$ cat src/rtl/bq_pkg.sv
package bq_pkg;
  localparam int unsigned BQ_LO_MOD = 2;
  localparam int unsigned BQ_HI_MOD = 5;
  localparam int unsigned BQ_HI_W   = $clog2(BQ_HI_MOD);
  localparam int unsigned BQ_Q_W    = 1 + BQ_HI_W;

  typedef enum logic {
    BQ_SPLIT = 1'b0,
    BQ_CHAIN = 1'b1
  } bq_mode_e;
endpackage

$ cat src/rtl/bq_toggle_stage.sv
module bq_toggle_stage (
  input  logic clk,
  input  logic rst,
  input  logic clr,
  input  logic en,
  output logic q
);
  always_ff @(posedge clk) begin
    if (rst || clr) q <= 1'b0;
    else if (en)    q <= ~q;
  end

  p_toggle_r4: assert property (@(posedge clk) disable iff (rst)
    (en && !clr) |=> (q != $past(q)));
  p_hold_r8: assert property (@(posedge clk) disable iff (rst)
    (!en && !clr) |=> $stable(q));
endmodule

$ cat src/rtl/bq_quinary_stage.sv
module bq_quinary_stage #(
  parameter int unsigned MOD = 5,
  localparam int unsigned W  = $clog2(MOD)
) (
  input  logic         clk,
  input  logic         rst,
  input  logic         clr,
  input  logic         adv,
  output logic [W-1:0] q
);
  localparam logic [W-1:0] LAST = W'(MOD - 1);

  logic [W-1:0] q_next;

  always_comb begin
    if (q == LAST) q_next = '0;
    else           q_next = q + 1'b1;
  end

  always_ff @(posedge clk) begin
    if (rst || clr) q <= '0;
    else if (adv)   q <= q_next;
  end

  p_range_r10: assert property (@(posedge clk) disable iff (rst)
    q <= LAST);
  p_wrap_r5: assert property (@(posedge clk) disable iff (rst)
    (adv && !clr && q == LAST) |=> (q == '0));
  p_hold_r8: assert property (@(posedge clk) disable iff (rst)
    (!adv && !clr) |=> $stable(q));
endmodule

$ cat src/rtl/bq_decade_ctr.sv
module bq_decade_ctr
  import bq_pkg::*;
#(
  parameter int unsigned HI_MOD = BQ_HI_MOD,
  localparam int unsigned HI_W  = $clog2(HI_MOD),
  localparam int unsigned Q_W   = 1 + HI_W
) (
  input  logic           clk,
  input  logic           rst,
  input  logic           tick0_i,
  input  logic           tick1_i,
  input  logic           clr_a_i,
  input  logic           clr_b_i,
  input  logic           chain_i,
  output logic [Q_W-1:0] q_o
);
  localparam logic [Q_W-1:0] TOP_VAL = {HI_W'(HI_MOD - 1), 1'b1};

  bq_mode_e          mode;
  logic              clr_both;
  logic              lo_q;
  logic              lo_falls;
  logic              hi_adv;
  logic [HI_W-1:0]   hi_q;

  assign mode     = bq_mode_e'(chain_i);
  assign clr_both = clr_a_i & clr_b_i;
  // the low stage falls 1 -> 0 on this edge exactly when it is 1 and pulsed
  assign lo_falls = tick0_i & lo_q;

  always_comb begin
    unique case (mode)
      BQ_CHAIN: hi_adv = lo_falls;
      default:  hi_adv = tick1_i;
    endcase
  end

  bq_toggle_stage u_lo (
    .clk (clk),
    .rst (rst),
    .clr (clr_both),
    .en  (tick0_i),
    .q   (lo_q)
  );

  bq_quinary_stage #(.MOD(HI_MOD)) u_hi (
    .clk (clk),
    .rst (rst),
    .clr (clr_both),
    .adv (hi_adv),
    .q   (hi_q)
  );

  assign q_o = {hi_q, lo_q};

  p_clear_r2: assert property (@(posedge clk) disable iff (rst)
    (clr_a_i && clr_b_i) |=> (q_o == '0));
  p_chain_wrap_r6: assert property (@(posedge clk) disable iff (rst)
    (chain_i && tick0_i && !clr_both && q_o == TOP_VAL) |=> (q_o == '0));
  p_chain_ignore_r7: assert property (@(posedge clk) disable iff (rst)
    (chain_i && !tick0_i && !clr_both) |=> $stable(q_o));
  p_split_lo_r4: assert property (@(posedge clk) disable iff (rst)
    (!chain_i && !tick0_i && !clr_both) |=> $stable(q_o[0]));
endmodule

$ cat config.mk
export PLATFORM = sky130hd
export DESIGN_NAME = bq_decade_ctr
export DESIGN_NICKNAME = d
export VERILOG_FILES = /design/src/rtl/bq_pkg.sv /design/src/rtl/bq_toggle_stage.sv /design/src/rtl/bq_quinary_stage.sv /design/src/rtl/bq_decade_ctr.sv
export SDC_FILE = /design/constraint.sdc
export NUM_CORES = 1
export LEC_CHECK = 0
export CORE_AREA = 2 2 39 41
export DETAILED_ROUTE_END_ITERATION = 10
export DIE_AREA = 0 0 41 43
export GPL_TIMING_DRIVEN = 0
export PLACE_DENSITY = 0.51
export SKIP_LAST_GASP = 1
export SLEW_MARGIN = 20
export SYNTH_ARGS = -nofsm -noshare
export SYNTH_HDL_FRONTEND = slang
export SYNTH_SLANG_ARGS = --single-unit
$ cat constraint.sdc
create_clock -name clk -period 2.2 [get_ports clk]
set_input_delay 0.33 -clock clk [delete_from_list [all_inputs] [get_ports clk]]
set_output_delay 0.33 -clock clk [all_outputs]
set_load 0.05 [all_outputs]
---- After elaboration in Yosys (flattened, before gate mapping) ----
Cells that the tools add are included.
word-level totals
  output and inout port bits .............. 4
  bits in registers ....................... 4
  word-level logic and storage cells ...... 10
  bits of input ports ..................... 7
cells by class
  equality and inequality tests ........... 1
  reduce and logical (&&, ||, !) cells .... 1
  bitwise operators ....................... 3
  $add $sub $neg .......................... 1
  mux-type cells .......................... 2
operators by type and width
  cell                                         number
  adder 3 x 1 -> 3 bit, second input constant  1
  equality test 3 bit, second input constant   1
  2-to-1 mux 3 bit                             1
  bitwise AND 1 bit                            2
  logical OR 1 bit                             1
  2-to-1 mux 1 bit                             1
  NOT 1 bit                                    1

---- Logic depth before layout (Yosys ltp) ----
Gate-level depths: netlist (run 1).
  depth after elaboration ................. 2
  gate-level depth with buffers ........... 5

---- Modules after synthesis ----
Synthesis (run 1) repeated with hierarchy kept, for this count alone.
unflattened totals
  cell total of the unflattened synthesis .. 26
  area, all modules ....................... 232.7 um^2
by module, submodules not included
  module            times used  area an instance (um^2)  seq. area each (um^2)  cells an instance
  bq_quinary_stage  1           166.4                    60.1                   18
  bq_toggle_stage   1           38.8                     20.0                   3
  bq_decade_ctr     1           27.5                     0.0                    5

---- Least setup slack after synthesis (run 1) ----
OpenSTA, ideal clock, no wires.
  path type ............................... reg2reg
  start ................................... register u_hi.q[0]
  end ..................................... register u_hi.q[0]
  data required time ...................... 2.130 ns
  path slack .............................. 0.850 ns
  cell stages (with the launch flop) ...... 6
  period minus slack after synthesis ...... 1.350 ns
  library setup time ...................... 0.070 ns
  arrival ................................. 1.281 ns
  cell sequence ........................... dfxtp_1 inv_1 ha_1 a21oi_1 o21ai_0 a21oi_1
between the ends
  cells in the longest elaborated chain, start to end .. 2
  elaborated cells between the ends (all ways) .. 3
  those cells by class .................... add/sub (1); eq/ne (1); mux (1)
ends and longest elaborated chain
  item                                                                RTL line                                        source
  start, declared                                                     bq_quinary_stage.sv:9                           output logic [W-1:0] q
  start signal, assigned                                              bq_quinary_stage.sv:22                          else if (adv) q <= q_next;
  adder 3 x 1 -> 3 bit / equality test 3 bit (equally long branches)  bq_quinary_stage.sv:17, bq_quinary_stage.sv:16
  2-to-1 mux 3 bit (*)                                                bq_quinary_stage.sv:16                          if (q == LAST) q_next = '0;
Every way passes the cells marked *; elsewhere a longest branch is shown, timed or not.
A chain may end at the register's enable or synchronous reset.

---- Final worst setup path (run 1) ----
  start ................................... register u_lo.q
  end ..................................... output port q_o[0]
RTL lines
  item                    RTL line               source
  start, declared         bq_toggle_stage.sv:6   output logic q
  start signal, assigned  bq_toggle_stage.sv:10  else if (en) q <= ~q;
  end, declared           bq_decade_ctr.sv:15    output logic [Q_W-1:0] q_o
No word-level cell between the ends.

==> metrics.md, run 1 <==
| Metric | Value |
|---|---|
| Status | complete, no violations |
| Ant. Diodes | 0 |
| Hold buffer count at cts | 0 |
| H-tree depth | 1 |
| FILL cells | roughly 150 |
| Worst Hold Slack | approximately 0.5 ns |
| CP Class | flip-flop to output pin |
| RSZ-0062 raised after global routing | no |
| Post-cts resize count | 0 |
| CTS Buffer Depth | 2 |
| WL/cell | roughly 8.9 um |
| Yosys reg bits | 4 |
| Vias in the first global route | roughly 210 |
| GRT Max-Usage Layer | met4 |
| Post-route DRC | 0 |
| Cell area after synthesis | between 200 and 250 um2 |
| Skew-Pair Late Insertion Delay | 0.24 ns |
| Vias | 246 |
| Ys Warns | 0 |
| Die footprint | between 1500 and 2000 um2 |
| Power consumption | between 0.2 and 0.25 mW |
| TritonRoute pass-1 iters | 2 |
| Final Cycle Share | 0.836 |
| Synth cell types | 17 |
| WP data arrival | 1.51 ns |
| Met2 usage | 0.0813 |
| Setup TNS | 0 ns |
| CP Max Fanout | 4 |
| Mapped Cells | 28 |
| Worst Path Required | 1.87 ns |
| Largest net degree at the start of global routing | 6 |
| Dpl hpwl | 392 um |
| Fin crit period | between 1.5 and 2 ns |
| Initial antenna violation count | 0 |
| Final instance area | between 300 and 400 um2 |
| Hold Path Class | flip-flop to flip-flop |
| Iteration-0 DRC Markers | 5 |
| P&R area growth vs syn | 61.0% |
| Area contributors post-synth | dfxtp_1, ha_1, a21oi_1 |
| Std-Cell Rows | 14 |
| Final net count | 52 |
| Clk pin slew, worst setup/hold paths | around 0.04 ns |
| Final setup fails | 0 |
| Clk sinks | 4 |
| Mapped Avg Cell Area | between 8 and 9 um2 |
| Drt via density | between 4 and 5 |
| Share of the synthesized area in the top cell type | 0.342 |
| Commonest non-fill, non-tap cell in the layout | clkdlybuf4s50_1 |
| Global-route wire length before repair | 800 um |
| Max VDD drop | 0.000225 V |
| Worst slew margin | 0.672 |
| Final wirelength | 505 um |
| Die height | about 43 um |
| Initial core utilization | 0.169 |
| Root Buffer | clkbuf_4 |
| GRT Overall Usage | 0.0764 |
| Port bufs | 10 |
| GR Util met1 | 0.0839 |
| Max_cap viols | 0 |
| Most frequent cells in the layout | clkdlybuf4s50_1, a21oi_1, dfxtp_1 |
| Worst Skew | around 0.0056 ns |
| Layout cell share with drive strength beyond 1 | 0.122 |
| Post-CTS Setup Inserts | 0 |
| Syn nets | 37 |
| Grt met3 use | 0.0314 |
| Die Span X | ~40 um |
| Final Max Tran Viols | 0 |
| ANT nets after route | 0 |
| Flip-flop and latch area | 80.1 um2 |
| Leak | 0.149 nW |
| Core ar. | 1380 um2 |
| Critical path capture point type | output pin |
| Worst setup SP type | flip-flop |
| Grt total ovfl | 0 |
| Worst-Margin Slew | 0.491 ns |
| Synth area leader | dfxtp_1 |
| Area of the multi-input gates | between 100 and 150 um2 |
| Sequential area share after synthesis | 0.342 |
| Fin. Hold Viols | 0 |
| Power per cell area | 586 nW/um2 |
| RePlAce Congestion | between 0.7 and 0.8 |
| IO Pins | 11 |
| F_max | around 0.54 GHz |
| TritonCTS Buffers | 3 |
| DP Area | about 350 um2 |
| CTS tree | done |
path summary, 6_finish.rpt:
check	from	to	slack (ns)	depth (start not counted)
min reg2reg	u_hi.q[1]	u_hi.q[1]	0.51	2
max reg2reg	u_hi.q[0]	u_hi.q[0]	1.13	5
min	u_hi.q[1]	u_hi.q[1]	0.51	2
max	u_lo.q	q_o[0]	0.36	2
stage by stage:
| stage | cells | utilization | worst slack [ns] |
|---|---|---|---|
| after floorplan | 28 | - | 0.850 |
| after global placement | 54 | 0.256 | 0.599 |
| after detailed placement | 54 | 0.256 | 0.606 |
| after CTS | 57 | 0.272 | 0.345 |
| after global routing | 57 | 0.272 | 0.293 |
| final | 57 | 0.272 | 0.360 |
layout make-up:
type                       instances  area share
multi-input combinational         21       0.369
timing repair buffer              10       0.266
sequential                         4       0.213
clock buffer                       3      0.0598
tap                               16      0.0532
buffer                             1      0.0199
inverter                           2      0.0199
registers in the layout (all words and copies together), names as in the netlist:
| signal | flops |
|---|---|
| u_hi.q | 3 |
| u_lo.q | 1 |
cell families after synthesis:
logic type,count (synthesis),share of synthesized area
AND/OR/NAND/NOR,9,0.219
flip-flops,4,0.342
buffers and inverters,3,0.0642
AO/OA/AOI/OAI,9,0.230
XOR/XNOR,1,0.0374
adder cells (fa/ha/maj),2,0.107
routing by layer:
layer | share of wire | vias up | wire, um
met4 | 0.061 | 0 | 31
met2 | 0.37 | 10 | 186
met5 | 0 | - | 0
li1 | - | 130 | -
met1 | 0.47 | 102 | 237
met3 | 0.097 | 4 | 49
critical path, stage by stage (launching register included):
cell	delay, ns
dfxtp_1	0.37
buf_4	0.12
clkdlybuf4s50_1	0.78
Yosys cell counts:
| cell | instances |
|---|---|
| a21oi_1 | 4 |
| dfxtp_1 | 4 |
| nand3_1 | 3 |
| ha_1 | 2 |
| inv_1 | 2 |
| o21ai_0 | 2 |
| a21o_1 | 1 |
| a32o_1 | 1 |
| and2b_1 | 1 |
| and3_2 | 1 |
| buf_4 | 1 |
| nand2_1 | 1 |
| nand2b_1 | 1 |
| nor2_1 | 1 |
| nor3b_1 | 1 |
| o22ai_1 | 1 |
| xnor2_1 | 1 |
where the power goes:
group | internal, mW | switching, mW | total [mW]
Sequential | 0.0761 | 0.00347 | 0.0796
Clock | 0.0611 | 0.0316 | 0.0927
Combinational | 0.0242 | 0.0241 | 0.0483
Total | 0.161 | 0.0592 | 0.221
(Power assumes the default switching activity.)
==> run 2, diff against run 1 <==
==> constraint.sdc (replaced) <==
create_clock -name clk -period 1.8 [get_ports clk]
set_input_delay 0.27 -clock clk [delete_from_list [all_inputs] [get_ports clk]]
set_output_delay 0.27 -clock clk [all_outputs]
set_load 0.05 [all_outputs]
==> metrics.md, run 2 (synthesis gave the netlist of run 1 again) <==
| Metric | Value |
|---|---|
| Worst Hold Slack | 0.511 ns |
| P_sw | 0.0723 mW |
| Sw Share | 0.268 |
| Clk sinks | 4 |
| CP Class | flip-flop to output pin |
| Max_cap viols | 0 |
| Initial core utilization | 0.169 |
| Grt total ovfl | 0 |
| RePlAce Congestion | about 0.74 |
| Max FFs per register | 3 |
| GRT Overall Usage | 0.0764 |
| Final setup fails | 0 |
| Skew-Pair Late Insertion Delay | around 0.24 ns |
| Slowest stage delay, CP | 0.83 ns |
| Worst setup SP type | flip-flop |
| Vias in the first global route | between 200 and 250 |
| Die Span X | just over 40 um |
| Die footprint | 1760 um2 |
| Worst Path Required | approximately 1.5 ns |
| WHS Endpoint | u_hi.q[1] |
| P&R area growth vs syn | 62.0% |
| Register-to-register setup slack | 0.73 ns |
| WHS Path Cells | 2 |
| Crit path max-delay family | buffers and inverters |
| Clk network pwr share | 0.421 |
| Die height | between 40 and 50 um |
| Status | complete, no violations |
| Port bufs | 10 |
| Layout cell share with drive strength beyond 1 | 0.122 |
| Drt via density | approximately 4.3 |
| Hold_sp | u_hi.q[1] |
| Largest net degree at the start of global routing | 6 |
| Hold buffer count at cts | 0 |
| FILL cells | between 150 and 200 |
| Std-Cell Rows | 14 |
| ANT nets after route | 0 |
| Ant. Diodes | 0 |
| Initial antenna violation count | 0 |
| Post-CTS Setup Inserts | 0 |
| WL/cell | 8.91 um |
| Max VDD drop | around 0.00028 V |
| Post-route DRC | 0 |
| Worst setup path start | u_hi.q[0] |
| F_max | around 0.6 GHz |
| Most flop-heavy register | u_hi.q |
| CP Depth | 1 |
| H-tree depth | 1 |
| Largest registers | u_hi.q (3), u_lo.q (1) |
| Most frequent cells in the layout | clkdlybuf4s50_1, a21oi_1, dfxtp_1 |
| Slowest CP cell | clkdlybuf4s50_1 |
| Post-cts resize count | 0 |
| Power Internal | 0.197 mW |
| WP data arrival | about 1.5 ns |
| Worst-Margin Slew | between 0.4 and 0.5 ns |
| Clk pin slew, worst setup/hold paths | 0.03 ns |
| Iteration-0 DRC Markers | 5 |
| RSZ-0062 raised after global routing | no |
| TritonCTS Buffers | 3 |
| Root Buffer | clkbuf_4 |
| WP buf/inv | 1 |
| CTS Buffer Depth | 2 |
| Dpl hpwl | between 300 and 400 um |
| CP Max Fanout | 5 |
| Commonest non-fill, non-tap cell in the layout | clkdlybuf4s50_1 |
| Capture point of the worst reg-to-reg path | u_hi.q[0] |
| Critical path capture point type | output pin |
| FF-to-FF Start | u_hi.q[0] |
| Sequential power share | 0.361 |
| Final Cycle Share | 0.953 |
| Global-route wire length before repair | approximately 800 um |
| Final Max Tran Viols | 0 |
| Flip-flop and latch area | 80.1 um2 |
| Power per cell area | ~710 nW/um2 |
| Core ar. | around 1400 um2 |
| Area of the multi-input gates | around 140 um2 |
| Vias | about 250 |
| IO Pins | 11 |
| Final wirelength | 508 um |
| Comb power frac | 0.218 |
| TritonRoute pass-1 iters | 2 |
| Final net count | 52 |
| Hold Path Class | flip-flop to flip-flop |
| CTS tree | done |
| Worst slew margin | 0.666 |
| Leak | 0.164 nW |
| Fin. Hold Viols | 0 |
| Cell Chain, Critical Path | clkdlybuf4s50_1 |
| Worst Skew | 0.00565 ns |
| FF-to-FF path depth | 5 |
| Setup TNS | 0 ns |
| Fin crit period | 1.72 ns |
[run 2: how the worst max path moves through the flow]
stage / end / slack (ns)
2_1_floorplan: u_hi.q[0] / 0.45
3_3_place_gp: q_o[0] / 0.26
3_5_place_dp: q_o[0] / 0.27
4_1_cts: q_o[0] / 0.005
5_1_grt: q_o[1] / 0.04
6_report: q_o[1] / 0.08
[run 2: per-layer routing]
layer | share of wire | global-route usage | vias up
met5 | 0 | 0 | -
met3 | 0.096 | 0.0314 | 4
li1 | - | - | 130
met1 | 0.47 | 0.0839 | 102
met2 | 0.37 | 0.0813 | 10
met4 | 0.061 | 0.120 | 0
[run 2: power by group through the flow]
stage,sequential (mW),clock [mW],combinational [mW]
floorplan,0.105,0,0.0269
CTS,0.0974,0.117,0.0594
detailed placement,0.0987,0,0.0592
finish,0.0973,0.113,0.0587
global route,0.0979,0.127,0.0636
global placement,0.0988,0,0.0592
[run 2: metrics by stage]
stage / power (mW) / utilization / instance area [um2] / instances / worst slack, ns
floorplan: 0.132 / - / 234 / 28 / 0.450
global placement: 0.158 / 0.256 / 354 / 54 / 0.259
detailed placement: 0.158 / 0.256 / 354 / 54 / 0.266
CTS: 0.274 / 0.272 / 377 / 57 / 0.00475
global route: 0.289 / 0.274 / 379 / 57 / 0.0355
finish: 0.269 / 0.274 / 379 / 57 / 0.0847
[run 2: area by class of cell]
type,count,area share
Clock buffer,3,0.0594
Multi-Input combinational cell,21,0.366
Buffer,1,0.0198
Tap cell,16,0.0528
Timing Repair Buffer,10,0.271
Sequential cell,4,0.211
Inverter,2,0.0198
==> run 3, diff against run 2 <==
--- a/config.mk
+++ b/config.mk
@@ -5,11 +5,14 @@
 export SDC_FILE = /design/constraint.sdc
 export NUM_CORES = 1
 export LEC_CHECK = 0
+export CELL_PAD_IN_SITES_DETAIL_PLACEMENT = 0
+export CELL_PAD_IN_SITES_GLOBAL_PLACEMENT = 1
 export CORE_AREA = 2 2 39 41
+export CTS_CLUSTER_SIZE = 16
 export DETAILED_ROUTE_END_ITERATION = 10
 export DIE_AREA = 0 0 41 43
 export GPL_TIMING_DRIVEN = 0
-export PLACE_DENSITY = 0.51
+export PLACE_DENSITY = 0.63
 export SKIP_LAST_GASP = 1
 export SLEW_MARGIN = 20
 export SYNTH_ARGS = -nofsm -noshare
==> metrics.md, run 3 (synthesis gave the netlist of run 1 again) <==
| Metric | Value |
|---|---|
| RePlAce Congestion | just under 0.8 |
| WP buf/inv | 1 |
| Slowest CP cell | clkdlybuf4s50_1 |
| Final Cycle Share | 0.956 |
| Worst slew margin | 0.667 |
| Std-Cell Rows | 14 |
| FILL cells | 160 |
| CP Max Fanout | 5 |
| Dpl hpwl | around 410 um |
| Worst setup path start | u_hi.q[0] |
| ANT nets after route | 0 |
| Drt via density | 4.60 |
| Max_cap viols | 0 |
| Initial antenna violation count | 0 |
| Post-cts resize count | 0 |
| P&R area growth vs syn | 62.0% |
| Final setup fails | 0 |
| Worst-Margin Slew | between 0.4 and 0.5 ns |
| Power consumption | between 0.2 and 0.3 mW |
| Ant. Diodes | 0 |
| TritonRoute pass-1 iters | 4 |
| Layout cell share with drive strength beyond 1 | 0.122 |
| Vias in the first global route | around 270 |
| Worst setup SP type | flip-flop |
| Die Span X | just over 40 um |
| Clk sinks | 4 |
| WP data arrival | ~1.5 ns |
| Leak | around 0.16 nW |
| Hold Path Class | flip-flop to flip-flop |
| IO Pins | 11 |
| Critical path capture point type | output pin |
| WL/cell | about 9 um |
| Hold buffer count at cts | 0 |
| Root Buffer | clkbuf_4 |
| GRT Overall Usage | 0.0812 |
| Fin crit period | between 1.5 and 2 ns |
| Vias | between 200 and 300 |
| Post-route DRC | 0 |
| Die height | 43 um |
| RSZ-0062 raised after global routing | no |
| Power per cell area | approximately 700 nW/um2 |
| H-tree depth | 1 |
| CTS Buffer Depth | 2 |
| Max FFs per register | 3 |
| Port bufs | 10 |
| Die footprint | ~1800 um2 |
| Final wirelength | roughly 510 um |
| Global-route wire length before repair | 931 um |
| Max VDD drop | 0.000176 V |
| Status | complete, no violations |
| Core ar. | approximately 1400 um2 |
| Final Max Tran Viols | 0 |
| Largest net degree at the start of global routing | 6 |
| F_max | a little under 0.6 GHz |
| Final net count | 52 |
| Worst Path Required | ~1.5 ns |
| Slowest stage delay, CP | approximately 0.83 ns |
| Hold_sp | u_hi.q[1] |
| Most frequent cells in the layout | clkdlybuf4s50_1, a21oi_1, dfxtp_1 |
| Skew-Pair Late Insertion Delay | around 0.23 ns |
| Post-CTS Setup Inserts | 0 |
| CP Class | flip-flop to output pin |
| FF-to-FF Start | u_hi.q[0] |
| Worst Skew | around 0.0015 ns |
| Iteration-0 DRC Markers | 9 |
| Clk pin slew, worst setup/hold paths | 0.04 ns |
| Most flop-heavy register | u_hi.q |
| Commonest non-fill, non-tap cell in the layout | clkdlybuf4s50_1 |
| TritonCTS Buffers | 3 |
| Crit path max-delay family | buffers and inverters |
| Initial core utilization | 0.169 |
| Cell Chain, Critical Path | clkdlybuf4s50_1 |
| Fin. Hold Viols | 0 |
| Worst Hold Slack | between 0.5 and 0.6 ns |
| Setup TNS | 0 ns |
| Largest registers | u_hi.q (3), u_lo.q (1) |
| CTS tree | done |
| Grt total ovfl | 0 |
[run 3: layout make-up]
cell class                 count  area [um2]  area share
clock buffer                   3        22.5      0.0594
timing repair buffer          10         103       0.271
inverter                       2        7.51      0.0198
buffer                         1        7.51      0.0198
multi-input combinational     21         139       0.366
sequential                     4        80.1       0.211
tap                           16        20.0      0.0528
[run 3: worst register-to-register path, stage by stage, from the launching register on]
cell and delay [ns]:
dfxtp_1 0.39, inv_1 0.07, ha_1 0.20, a21oi_1 0.12, o21ai_0 0.09, a21oi_1 0.12
[run 3: routing by layer]
metal / up-vias / wire (um) / global-route usage
li1: 125 / - / -
met1: 120 / 210 / 0.0863
met2: 13 / 248 / 0.113
met3: 4 / 44 / 0.0314
met4: 0 / 10 / 0.0800
met5: - / 0 / 0
[run 3: path summary, 6_finish.rpt]
path	endpoint	slack, ns	cells after the start
setup reg to reg	u_hi.q[0]	0.74	5
setup / recovery	q_o[1]	0.08	1
hold / removal	u_hi.q[1]	0.52	2
hold reg to reg	u_hi.q[1]	0.52	2
[run 3: report_power, final]
part	leakage (nW)	switching [mW]	internal [mW]	total, mW
Clock	0.0138	0.0355	0.0745	0.110
Combinational	0.118	0.0294	0.0294	0.0587
Sequential	0.0326	0.00443	0.0931	0.0976
[run 3: stage by stage]
stage	setup WS, ns	cells	util	instance area, um2
after floorplan	0.450	28	-	234
after global placement	0.264	54	0.256	354
after detailed placement	0.261	54	0.256	354
after CTS	0.00778	57	0.272	377
after global routing	0.0500	57	0.274	379
final	0.0787	57	0.274	379
